**config.mk**
```make
export PLATFORM = sky130hd
export DESIGN_NAME = line_energy_monitor
export DESIGN_NICKNAME = d
export VERILOG_FILES = /design/src/rtl/energy_mon_pkg.sv /design/src/rtl/lem_absence_timer.sv /design/src/rtl/lem_status_flag.sv /design/src/rtl/line_energy_monitor.sv
export SDC_FILE = /design/constraint.sdc
export NUM_CORES = 1
export LEC_CHECK = 0
export BUFFER_PORTS_ARGS = -buffer_cell sky130_fd_sc_hd__buf_2
export CORE_MARGIN = 5
export CORE_UTILIZATION = 29
export DETAILED_ROUTE_END_ITERATION = 12
export GPL_TIMING_DRIVEN = 0
export SLEW_MARGIN = 10
export SYNTH_ARGS = -nofsm -noshare
export SYNTH_HDL_FRONTEND = slang
export SYNTH_HIERARCHICAL = 1
export SYNTH_SLANG_ARGS = --single-unit
```
**constraint.sdc**
```tcl
create_clock -name clk -period 1.5 [get_ports clk]
set_input_delay 0.3 -clock clk [delete_from_list [all_inputs] [get_ports clk]]
set_output_delay 0.3 -clock clk [all_outputs]
set_load 0.02 [all_outputs]
```
**src/rtl/energy_mon_pkg.sv**
```systemverilog
// Package: shared constants and helpers for the line energy monitor.
// Assumes: timeouts are at least one tick.
package energy_mon_pkg;
    localparam int DEFAULT_TIMEOUT_MS = 256;

    // Width of a counter that must hold values 0..limit inclusive.
    function automatic int count_width(input int limit);
        return (limit < 1) ? 1 : $clog2(limit + 1);
    endfunction
endpackage

```
**src/rtl/lem_absence_timer.sv**
```systemverilog
// Module: counts millisecond ticks that pass with no energy strobe.
// Raises expire combinationally in the cycle whose tick completes the window.
// Assumes: TIMEOUT_MS >= 1; ms_tick is a single-cycle pulse.
module lem_absence_timer #(
    parameter int TIMEOUT_MS = energy_mon_pkg::DEFAULT_TIMEOUT_MS
) (
    input  logic clk,
    input  logic rst_n,
    input  logic energy_seen,
    input  logic ms_tick,
    output logic expire
);
    localparam int CW = energy_mon_pkg::count_width(TIMEOUT_MS);
    localparam logic [CW-1:0] LIMIT     = CW'(TIMEOUT_MS);
    localparam logic [CW-1:0] LAST_STEP = CW'(TIMEOUT_MS - 1);

    logic [CW-1:0] absent_cnt;

    // Purpose: restart on energy, advance on ticks, hold at the limit.
    always_ff @(posedge clk) begin
        if (!rst_n) begin
            absent_cnt <= '0;
        end else if (energy_seen) begin
            absent_cnt <= '0;
        end else if (ms_tick && (absent_cnt != LIMIT)) begin
            absent_cnt <= absent_cnt + 1'b1;
        end
    end

    // Purpose: flag the tick that completes the absence window.
    always_comb begin
        expire = !energy_seen && ms_tick && (absent_cnt == LAST_STEP);
    end


    no_overflow_chk: assert property (@(posedge clk) disable iff (!rst_n)
        absent_cnt <= LIMIT);


    sat_hold_chk: assert property (@(posedge clk) disable iff (!rst_n)
        (absent_cnt == LIMIT && !energy_seen) |=> absent_cnt == LIMIT);


    idle_count_chk: assert property (@(posedge clk) disable iff (!rst_n)
        (!energy_seen && !ms_tick) |=> $stable(absent_cnt));


    strobe_wins_chk: assert property (@(posedge clk) disable iff (!rst_n)
        energy_seen |=> absent_cnt == '0);
endmodule

```
**src/rtl/lem_status_flag.sv**
```systemverilog
// Module: holds the energy-on bit and produces its change pulse.
// The pulse is registered together with the bit, so both appear in the same cycle.
// Assumes: set and expire come from the same cycle's inputs; set wins.
module lem_status_flag (
    input  logic clk,
    input  logic rst_n,
    input  logic set_on,
    input  logic expire,
    output logic energy_on,
    output logic energy_chg
);
    logic next_on;

    // Purpose: choose the next bit value, with set priority over clear.
    always_comb begin
        if (set_on) begin
            next_on = 1'b1;
        end else if (expire) begin
            next_on = 1'b0;
        end else begin
            next_on = energy_on;
        end
    end

    // Purpose: store the bit; the reset value is "energy present".
    always_ff @(posedge clk) begin
        if (!rst_n) begin
            energy_on  <= 1'b1;
            energy_chg <= 1'b0;
        end else begin
            energy_on  <= next_on;
            energy_chg <= (next_on != energy_on);
        end
    end


    set_on_chk: assert property (@(posedge clk) disable iff (!rst_n)
        set_on |=> energy_on);


    chg_on_move_chk: assert property (@(posedge clk) disable iff (!rst_n)
        ($past(rst_n) && (energy_on != $past(energy_on))) |-> energy_chg);


    chg_only_move_chk: assert property (@(posedge clk) disable iff (!rst_n)
        energy_chg |-> (energy_on != $past(energy_on)));
endmodule

```
**src/rtl/line_energy_monitor.sv**
```systemverilog
// Module: top of the line energy monitor.
// Joins the absence timer and the status flag. The software reset input is
// accepted but, by design, changes neither the bit nor the timer.
// Assumes: rst_n is synchronous to clk; ms_tick is one cycle wide.
module line_energy_monitor #(
    parameter int TIMEOUT_MS = energy_mon_pkg::DEFAULT_TIMEOUT_MS
) (
    input  logic clk,
    input  logic rst_n,
    input  logic sw_rst,
    input  logic energy_seen,
    input  logic ms_tick,
    output logic energy_on,
    output logic energy_chg
);
    logic window_done;

    lem_absence_timer #(.TIMEOUT_MS(TIMEOUT_MS)) i_timer (
        .clk        (clk),
        .rst_n      (rst_n),
        .energy_seen(energy_seen),
        .ms_tick    (ms_tick),
        .expire     (window_done)
    );

    lem_status_flag i_flag (
        .clk       (clk),
        .rst_n     (rst_n),
        .set_on    (energy_seen),
        .expire    (window_done),
        .energy_on (energy_on),
        .energy_chg(energy_chg)
    );


    drop_on_tick_chk: assert property (@(posedge clk) disable iff (!rst_n)
        $fell(energy_on) |-> ($past(ms_tick) && !$past(energy_seen)));

    // R7 (and R4): an idle cycle holds the bit whether or not sw_rst is high
    sw_rst_hold_chk: assert property (@(posedge clk) disable iff (!rst_n)
        (sw_rst && !energy_seen && !ms_tick) |=> ($stable(energy_on) && !energy_chg));
endmodule

```
==> results of run 1 <==
==> sequential cells by signal (all words and copies together), names as in the netlist <==
signal	cells
i_flag/energy_chg	1
i_timer/absent_cnt	9
i_flag/energy_on	1
==> power by group through the flow <==
| stage | clock [mW] | combinational (mW) | sequential, mW |
|---|---|---|---|
| 2_1_floorplan | 0 | 0.0211 | 0.304 |
| 3_3_place_gp | 0 | 0.0344 | 0.305 |
| 3_5_place_dp | 0 | 0.0358 | 0.305 |
| 4_1_cts | 0.201 | 0.0360 | 0.299 |
| 5_1_grt | 0.218 | 0.0441 | 0.296 |
| 6_report | 0.194 | 0.0410 | 0.296 |
==> cell usage after synthesis <==
master	count	area share, %
nand4b_1	1	1.5
nand4_4	1	3.7
mux2i_1	2	3.5
nor4b_4	1	4.2
nor4b_2	1	2.6
inv_1	3	2.0
nand3_1	3	2.6
nor2_1	4	2.6
dfxtp_1	11	39
nand2b_1	2	2.2
nand4_1	2	2.2
or3_1	3	3.3
a31oi_1	1	1.1
o21ai_0	4	3.5
nand2_1	10	6.6
a21oi_1	4	3.5
nor2b_1	1	1.1
xor2_1	2	3.1
ha_1	3	6.6
nand3b_1	2	2.6
a21boi_1	1	1.3
a211o_2	1	1.8
==> cell type report <==
type	count	area (µm²)
timing repair buffer	8	47.5
inverter	3	11.3
tap	27	33.8
multi-input combinational	49	368
fill	214	1200
clock buffer	4	26.3
sequential	11	234
==> per-stage QoR <==
| step | hold WS (ns) | utilization, % | std cells | setup WS [ns] |
|---|---|---|---|---|
| 6_report | 0.275 | 37.5 | 102 | 0.0377 |
| 5_1_grt | 0.274 | 37.5 | 102 | -0.0472 |
| 4_1_cts | 0.264 | 34.4 | 99 | 0.0393 |
| 3_5_place_dp | 0.494 | 32.8 | 95 | -0.0344 |
| 3_3_place_gp | 0.497 | 32.8 | 95 | 0.0134 |
| 2_1_floorplan | 0.386 | - | 63 | 0.170 |
==> per-layer routing <==
metal | vias to the layer above | global-route usage [%] | part of all wire [%]
li1 | 249 | - | -
met1 | 235 | 10.5 | 46
met2 | 11 | 12.0 | 50
met3 | 0 | 2.45 | 3.9
met4 | 0 | 3.73 | 0
met5 | - | 0 | 0
==> worst paths after layout <==
kind	start	slack, ns	end
worst max-delay path	i_timer/absent_cnt[1]$_SDFFE_PP0P_	0.04	i_flag/energy_on$_SDFF_PN1_
worst min-delay path	rst_n	0.27	i_flag/energy_on$_SDFF_PN1_
worst max register to register	i_timer/absent_cnt[1]$_SDFFE_PP0P_	0.04	i_flag/energy_on$_SDFF_PN1_
worst min register to register	i_timer/absent_cnt[0]$_SDFFE_PP0P_	0.51	i_timer/absent_cnt[0]$_SDFFE_PP0P_
==> kinds of logic (layout without fill, tap and decap cells) <==
kind of cell / Yosys count / in the layout / share of synthesized area [%]
adders and majority gates: 3 / 3 / 6.57
DFF: 11 / 11 / 38.5
buffers and inverters: 3 / 15 / 1.97
AOI/OAI and AO/OA: 11 / 11 / 11.2
xor gates and xnor gates: 2 / 2 / 3.06
muxes: 2 / 2 / 3.50
and+or+nand+nor: 31 / 31 / 35.2
==> timing repair <==
action	in CTS	in global routing
setup buffers	0	3
pin swaps	0	4
gates resized for setup	3	12
endpoints found under the setup margin	1	2
==> summary.md, run 1 <==
| Metric | Value |
|---|---|
| Detail Route Antenna Nets | 0 |
| Max incr delay on CP | 0.37 ns |
| Post-Layout Inst Area | 721 µm² |
| Sequential element share of the synthesized area | 38.5% |
| Core ar. | 0.00192 mm² |
| Clock group share of total power | 36.5% |
| Gr ovfl total | 0 |
| CTS tree | done |
| H-Tree Depth | 1 |
| Pint | 413 µW |
| Clock root buffer master | clkbuf_4 |
| YS warnings | 6 |
| Row Count | 16 |
| Fraction of layout cells with a size suffix above 1 | 36.0% |
| Detailed-route DRC error count | 0 |
| Per-cell routed wire length | 11.8 µm |
| Setup Skew | 0.00419 ns |
| Placer Congestion | 0.750 |
| Hold path depth | 2 |
| Slew @ Worst Pin | 0.348 ns |
| ANT cells | 0 |
| R2R cell count | 8 |
| Chip Height | 54.4 µm |
| Critical Path Most Common Cell | nor2_2 |
| Psw | 118 µW |
| I/O pin count | 7 |
| Worst Path Arrival | 1.61 ns |
| Max cap viols | 0 |
| Final Net Count | 84 |
| Synth Net Count | 71 |
| Crit-path slowest cell | dfxtp_4 |
| Flop pwr share | 55.8% |
| GRT Total Usage | 8.04% |
| Stages on worst setup path | 8 |
| Run status | finished, final reports clean |
| Num CTS Buffers | 3 |
| Largest net degree at the start of global routing | 9 |
| Final setup viols | 0 |
| IO buf count | 5 |
| Die area | 0.00296 mm² |
| Critical Path Sink Type | flop |
| Average instance area after synthesis | 9.08 µm² |
| Crit-path cells | ha_4 > nand3_1 > nor2_2 > ha_2 > nand2_1 > nor2_2 > nand2b_4 > nand3b_1 |
| First-pass GRT wire length | 1660 µm |
| Fmax | 684 MHz |
| Number of synthesized register bits | 11 |
| Peak supply drop | 0.000475 V |
| Mapped Area | 572 µm² |
| Routed vias/inst | 4.85 |
| Worst Path Buf+Inv | 0 |
| CP max FO | 4 |
| Clock slew at reported path FFs | 0.07 ns |
| Most frequent cells in the layout | 10 x nand2_1, 5 x dfxtp_2, 5 x buf_2 |
| CP required | 1.65 ns |
| Critical path class | reg -> reg |
| HP Class | in -> reg |
| Vias in the first global route | 384 |
| DRT Pass-1 Iters | 4 |
| Crit path max-delay family | simple AND/OR/NAND/NOR gates |
| Post-route total power | 531 µW |
| Max-slew violations | 0 |
| Min Tclk post-route | 1.46 ns |
| Max Root-Sink Buffers | 2 |
| Combinational Power Share | 7.7% |
| Most common cell after layout, fill and taps aside | nand2_1 |
| Startpoint Class | flop |
| Final period util | 97.5% |
| Clock net sink count | 11 |
| Sw Ratio | 22.2% |
| Die Width | 54.4 µm |
| Final WL | 1200 µm |
| Hold buffers post-CTS | 0 |
| Gate Count Post-Synth | 63 |
| Final TNS setup | 0 ns |
| Routed via count | 495 |
| Relative slew slack | 76.7% |
| Placed instance area | 631 µm² |
| Distinct cell type count after synthesis | 22 |
| Final Hold Viols | 0 |
| Clock Latency Late Sink | 0.26 ns |
| Power per Cell Area | 737 mW/mm² |
| Antenna violations before repair | 0 |
| Area growth syn-to-layout | 26.0% |
| LEAKAGE | 0.264 nW |
| Starting Density | 29.8% |
| Post-DP HPWL | 794 µm |
| DRT iter0 DRCs | 18 |
Note: power is estimated with default switching activity, not from simulation.
==> run 2: changes to the inputs <==
- SETUP_SLACK_MARGIN: not set -> 0.05
==> summary.md, run 2 (synthesis results as in run 1) <==
| Metric | Value |
|---|---|
| Final period util | 97.0% (-0.51 points) |
| Final WS setup | 0.0453 ns (+0.00767 ns) |
| Run status | finished, final reports clean |
| DRT Pass-1 Iters | 5 (+1) |
| Final Hold Viols | 0 (unchanged) |
| Relative slew slack | 76.2% (-0.59 points) |
| Final WL | 1210 µm (+0.92%) |
| Max-slew violations | 0 (unchanged) |
| I/O pin count | 7 (unchanged) |
| Starting Density | 29.8% (unchanged) |
| Crit-path slowest cell | dfxtp_4 |
| Num CTS Buffers | 3 (unchanged) |
| Row Count | 16 (unchanged) |
| Met3 Track Usage GR | 2.45% (unchanged) |
| LEAKAGE | 0.265 nW (+0.28%) |
| Largest net degree at the start of global routing | 9 (unchanged) |
| Clock root buffer master | clkbuf_4 |
| Worst Path Arrival | 1.60 ns (about the same) |
| Fmax | 687 MHz (+0.53%) |
| Area growth syn-to-layout | 27.4% |
| Max Root-Sink Buffers | 2 (unchanged) |
| Antenna violations before repair | 0 (unchanged) |
| Grt met2 use | 12.0% (unchanged) |
| Peak supply drop | 0.000475 V (about the same) |
| Core ar. | 0.00192 mm² (unchanged) |
| Vias in the first global route | 388 (+1.0%) |
| Met1 Use GR | 11.0% (+0.49 points) |
| IO buf count | 5 (unchanged) |
| DRT iter0 DRCs | 18 (unchanged) |
| Placed insts | 95 (unchanged) |
| ANT cells | 0 (unchanged) |
| GRT busiest layer | met2 |
| Routed via count | 507 (+2.4%) |
| Placer Congestion | 0.750 (unchanged) |
| Post-Place Setup Slack | -0.0344 ns (unchanged) |
| Critical Path Sink Type | flop |
| Hold buffers post-CTS | 0 (unchanged) |
| Critical Path Most Common Cell | nor2_2 |
| Fraction of layout cells with a size suffix above 1 | 38.7% (+2.7 points) |
| Gr ovfl total | 0 (unchanged) |
| Clock net sink count | 11 (unchanged) |
| H-Tree Depth | 1 (unchanged) |
| Core Util, Final | 37.9% (+0.39 points) |
| Most flop-heavy register | i_timer/absent_cnt |
| Setup Skew | 0.00443 ns (+0.000244 ns) |
| CP max FO | 4 (unchanged) |
| Most common cell after layout, fill and taps aside | nand2_1 |
| Post-DP HPWL | 794 µm (unchanged) |
| Die Width | 54.4 µm (unchanged) |
| Startpoint Class | flop |
| Slew @ Worst Pin | 0.357 ns (+0.00878 ns) |
| Regs by FF count | i_timer/absent_cnt x9, i_flag/energy_chg x1, i_flag/energy_on x1 |
| Routed vias/inst | 4.97 (+2.4%) |
| Power per Cell Area | 729 mW/mm² (-1.1%) |
| Per-cell routed wire length | 11.9 µm (+0.92%) |
| Largest register FFs | 9 (unchanged) |
| Clock slew at reported path FFs | 0.07 ns (about the same) |
| First-pass GRT wire length | 1700 µm (+2.1%) |
| GRT Total Usage | 8.21% (+0.17 points) |
| Final TNS setup | 0 ns (unchanged) |
| Detailed-route DRC error count | 0 (unchanged) |
| Max cap viols | 0 (unchanged) |
| Most frequent cells in the layout | 9 x nand2_1, 5 x dfxtp_2, 5 x buf_2 |
| CTS tree | done |
| Final setup viols | 0 (unchanged) |
| Min Tclk post-route | 1.45 ns (-0.00767 ns) |
| HP Class | in -> reg |
| Unrepaired setup endpoints after global routing | true |
| Crit-path cells | ha_4 > nand3_2 > nor2_2 > ha_2 > nand2_2 > nor2_2 > nand2b_4 > nand3b_1 |
| Die area | 0.00296 mm² (unchanged) |
| Max incr delay on CP | 0.37 ns (about the same) |
| Detail Route Antenna Nets | 0 (unchanged) |
| CP required | 1.65 ns (about the same) |
| Chip Height | 54.4 µm (unchanged) |
| Post-route insts no fill | 102 (unchanged) |
| Clock Latency Late Sink | 0.26 ns (about the same) |
| Critical path class | reg -> reg |
| Final Net Count | 84 (unchanged) |
-- run 2: metrics by stage --
stage          total power, mW  area (µm²)  hold slack [ns]
2_1_floorplan            0.326         572            0.386
3_3_place_gp             0.340         631            0.497
3_5_place_dp             0.341         631            0.494
4_1_cts                  0.536         664            0.264
5_1_grt                  0.559         728            0.274
6_report                 0.530         728            0.276
-- run 2: layout make-up --
cell class                      instances  area [µm²]
Tap cell                               27        33.8
Fill cell                             213        1190
Timing Repair Buffer                    8        47.5
Inverter                                3        11.3
Clock buffer                            4        26.3
Sequential cell                        11         234
Multi-Input combinational cell         49         375
-- run 2: what timing repair did --
| action | CTS | global route |
|---|---|---|
| gates resized for setup | 4 | 13 |
| pin swaps | 0 | 4 |
| endpoints found under the setup margin | 3 | 3 |
| buffers inserted | 0 | 3 |
-- run 2: power by group --
part	internal, mW	total [mW]	leakage, nW	switching [mW]
registers	0.293	0.296	0.0930	0.00365
logic	0.0178	0.0409	0.157	0.0232
clock network	0.103	0.193	0.0150	0.0908
total	0.413	0.530	0.265	0.118
-- run 2: final timing paths --
path                                            from                                 end  slack (ns)  cells after the start
setup reg to reg  i_timer/absent_cnt[1]$_SDFFE_PP0P_         i_flag/energy_on$_SDFF_PN1_        0.05                      8
setup / recovery  i_timer/absent_cnt[1]$_SDFFE_PP0P_         i_flag/energy_on$_SDFF_PN1_        0.05                      8
hold / removal                                 rst_n         i_flag/energy_on$_SDFF_PN1_        0.28                      2
hold reg to reg   i_timer/absent_cnt[5]$_SDFFE_PP0P_  i_timer/absent_cnt[5]$_SDFFE_PP0P_        0.51                      2
-- run 2: layer usage --
metal	up-vias	routed length, µm	part of all wire, %
li1	250	-	-
met1	237	535	44
met2	16	607	50
met3	4	45	3.7
met4	0	24	2.0
met5	-	0	0
-- run 2: worst max-delay path, delay by kind of cell (launching register included) --
kind                       cells  cell delay, ns
adders and majority gates      2            0.34
DFF                            1            0.37
and+or+nand+nor                6            0.63
==> run 3: changes to the inputs <==
- PLACE_DENSITY: not set -> 0.51
==> summary.md, run 3 (synthesis results as in run 1) <==
| Metric | Value |
|---|---|
| CP max FO | 4 (unchanged) |
| Max-slew violations | 0 (unchanged) |
| R2R cell count | 8 (unchanged) |
| DRT iter0 DRCs | 12 (-6) |
| Final TNS setup | 0 ns (unchanged) |
| Final hold slack | 0.260 ns (-0.0157 ns) |
| Most common cell after layout, fill and taps aside | nand2_1 |
| CP Capture Point | i_flag/energy_on$_SDFF_PN1_ |
| Final period util | 92.7% (-4.3 points) |
| I/O pin count | 7 (unchanged) |
| Vias in the first global route | 436 (+12%) |
| Fraction of layout cells with a size suffix above 1 | 26.4% (-12 points) |
| First-pass GRT wire length | 1870 µm (+10%) |
| Num CTS Buffers | 3 (unchanged) |
| Post-route total power | 545 µW (+2.8%) |
| Flop-to-flop setup slack | 0.11 ns (+0.06 ns) |
| Max Root-Sink Buffers | 2 (unchanged) |
| CTS tree | done |
| Fmax | 719 MHz (+4.6%) |
| Antenna violations before repair | 0 (unchanged) |
| GRT Total Usage | 9.01% (+0.80 points) |
| Setup Skew | 0.00169 ns (-0.00275 ns) |
| Post-DP HPWL | 816 µm (+2.8%) |
| Final Hold Viols | 0 (unchanged) |
| Placed instance area | 631 µm² (unchanged) |
| Die area | 0.00296 mm² (unchanged) |
| Final Net Count | 81 (-3.6%) |
| Clock root buffer master | clkbuf_4 |
| Die Width | 54.4 µm (unchanged) |
| Row Count | 16 (unchanged) |
| Routed via count | 486 (-4.1%) |
| HP Class | in -> reg |
| Power per Cell Area | 803 mW/mm² (+10%) |
| CP Launch Point | i_timer/absent_cnt[0]$_SDFFE_PP0P_ |
| Startpoint Class | flop |
| Critical Path Most Common Cell | nor2_1 |
| Hold path depth | 2 (unchanged) |
| Most frequent cells in the layout | 10 x nand2_1, 7 x dfxtp_1, 5 x buf_2 |
| Detail Route Antenna Nets | 0 (unchanged) |
| Final WL | 1110 µm (-8.3%) |
| Regs by FF count | i_timer/absent_cnt x9, i_flag/energy_chg x1, i_flag/energy_on x1 |
| ANT cells | 0 (unchanged) |
| Chip Height | 54.4 µm (unchanged) |
| Largest register FFs | 9 (unchanged) |
| Crit-path slowest cell | dfxtp_2 |
| Post-CTS setup repair buffer count | 0 (unchanged) |
| Post-Layout Inst Area | 679 µm² (-6.7%) |
| Run status | finished, final reports clean |
| Final setup viols | 0 (unchanged) |
| Gr ovfl total | 0 (unchanged) |
| Critical path class | reg -> reg |
| Reg2Reg Capture Point | i_flag/energy_on$_SDFF_PN1_ |
| Placer Congestion | 0.686 (-8.5%) |
| Peak supply drop | 0.000519 V (+9.3%) |
| IO buf count | 5 (unchanged) |
| Unrepaired setup endpoints after global routing | true |
| Max cap viols | 0 (unchanged) |
| DRT Pass-1 Iters | 4 (-1) |
| Clock Latency Late Sink | 0.27 ns (about the same) |
| Most flop-heavy register | i_timer/absent_cnt |
| Worst Path Arrival | 1.55 ns (-0.05 ns) |
| Clock slew at reported path FFs | 0.08 ns (about the same) |
| CP required | 1.66 ns (about the same) |
| Hold buffers post-CTS | 0 (unchanged) |
| Critical Path Sink Type | flop |
| Slew @ Worst Pin | 0.424 ns (+0.0674 ns) |
| Relative slew slack | 71.7% (-4.5 points) |
| Max incr delay on CP | 0.40 ns (+0.03 ns) |
| Detailed-route DRC error count | 0 (unchanged) |
| LEAKAGE | 0.250 nW (-5.5%) |
| Min Tclk post-route | 1.39 ns (-0.0640 ns) |
| FF-to-FF Start | i_timer/absent_cnt[0]$_SDFFE_PP0P_ |
| H-Tree Depth | 1 (unchanged) |
| Per-cell routed wire length | 11.2 µm (-5.5%) |
| Clock net sink count | 11 (unchanged) |
| Core ar. | 0.00192 mm² (unchanged) |
| Routed vias/inst | 4.91 (-1.2%) |
| Starting Density | 29.8% (unchanged) |
| Crit-path cells | ha_4 > nand3_1 > nor2_1 > ha_1 > nand2_1 > nor2_1 > nand2b_1 > nand3b_1 |
| Largest net degree at the start of global routing | 9 (unchanged) |
| Area growth syn-to-layout | 18.8% |
## run 3: metrics by stage
stage	utilization (%)	setup slack [ns]	instances
finish	35.4	0.109	99
global route	35.4	0.0108	99
CTS	34.5	0.0662	99
detailed placement	32.8	-0.00731	95
global placement	32.8	0.00251	95
floorplan	-	0.170	63
## run 3: worst min path at each step
stage / end / slack [ns] / startpoint
6_report: i_flag/energy_on$_SDFF_PN1_ / 0.26 / rst_n
5_1_grt: i_flag/energy_on$_SDFF_PN1_ / 0.26 / rst_n
4_1_cts: i_flag/energy_on$_SDFF_PN1_ / 0.25 / rst_n
3_5_place_dp: i_flag/energy_chg$_SDFF_PN0_ / 0.49 / i_flag/energy_on$_SDFF_PN1_
3_3_place_gp: i_flag/energy_chg$_SDFF_PN0_ / 0.49 / i_flag/energy_on$_SDFF_PN1_
2_1_floorplan: i_flag/energy_on$_SDFF_PN1_ / 0.39 / rst_n
## run 3: area by class of cell
cell class	count	area [µm²]
fill	216	1240
sequential	11	225
timing repair buffer	5	25.0
clock inverter	1	5.00
inverter	3	11.3
clock buffer	3	22.5
multi-input combinational	49	357
tap	27	33.8
## run 3: report_power, final
group | total [mW] | internal, mW | switching (mW)
registers | 0.300 | 0.295 | 0.00454
logic | 0.0368 | 0.0160 | 0.0208
clock network | 0.209 | 0.0987 | 0.110
## run 3: what timing repair did
item,CTS,global route
endpoints found under the setup margin,1,3
resized for setup,3,4
cloned,0,0
## run 3: routing by layer
layer / routed length (µm) / up-vias / track usage [%]
met3: 59 / 0 / 4.90
met2: 523 / 14 / 14.1
met5: 0 / - / 0
met1: 529 / 227 / 10.5
met4: 0 / 0 / 2.49
li1: - / 245 / -
## run 3: worst max-delay path, delay by kind of cell (launching register included)
family / cells / cell delay (ns)
simple gates: 6 / 0.54
fa+ha+maj: 2 / 0.33
flops: 1 / 0.40
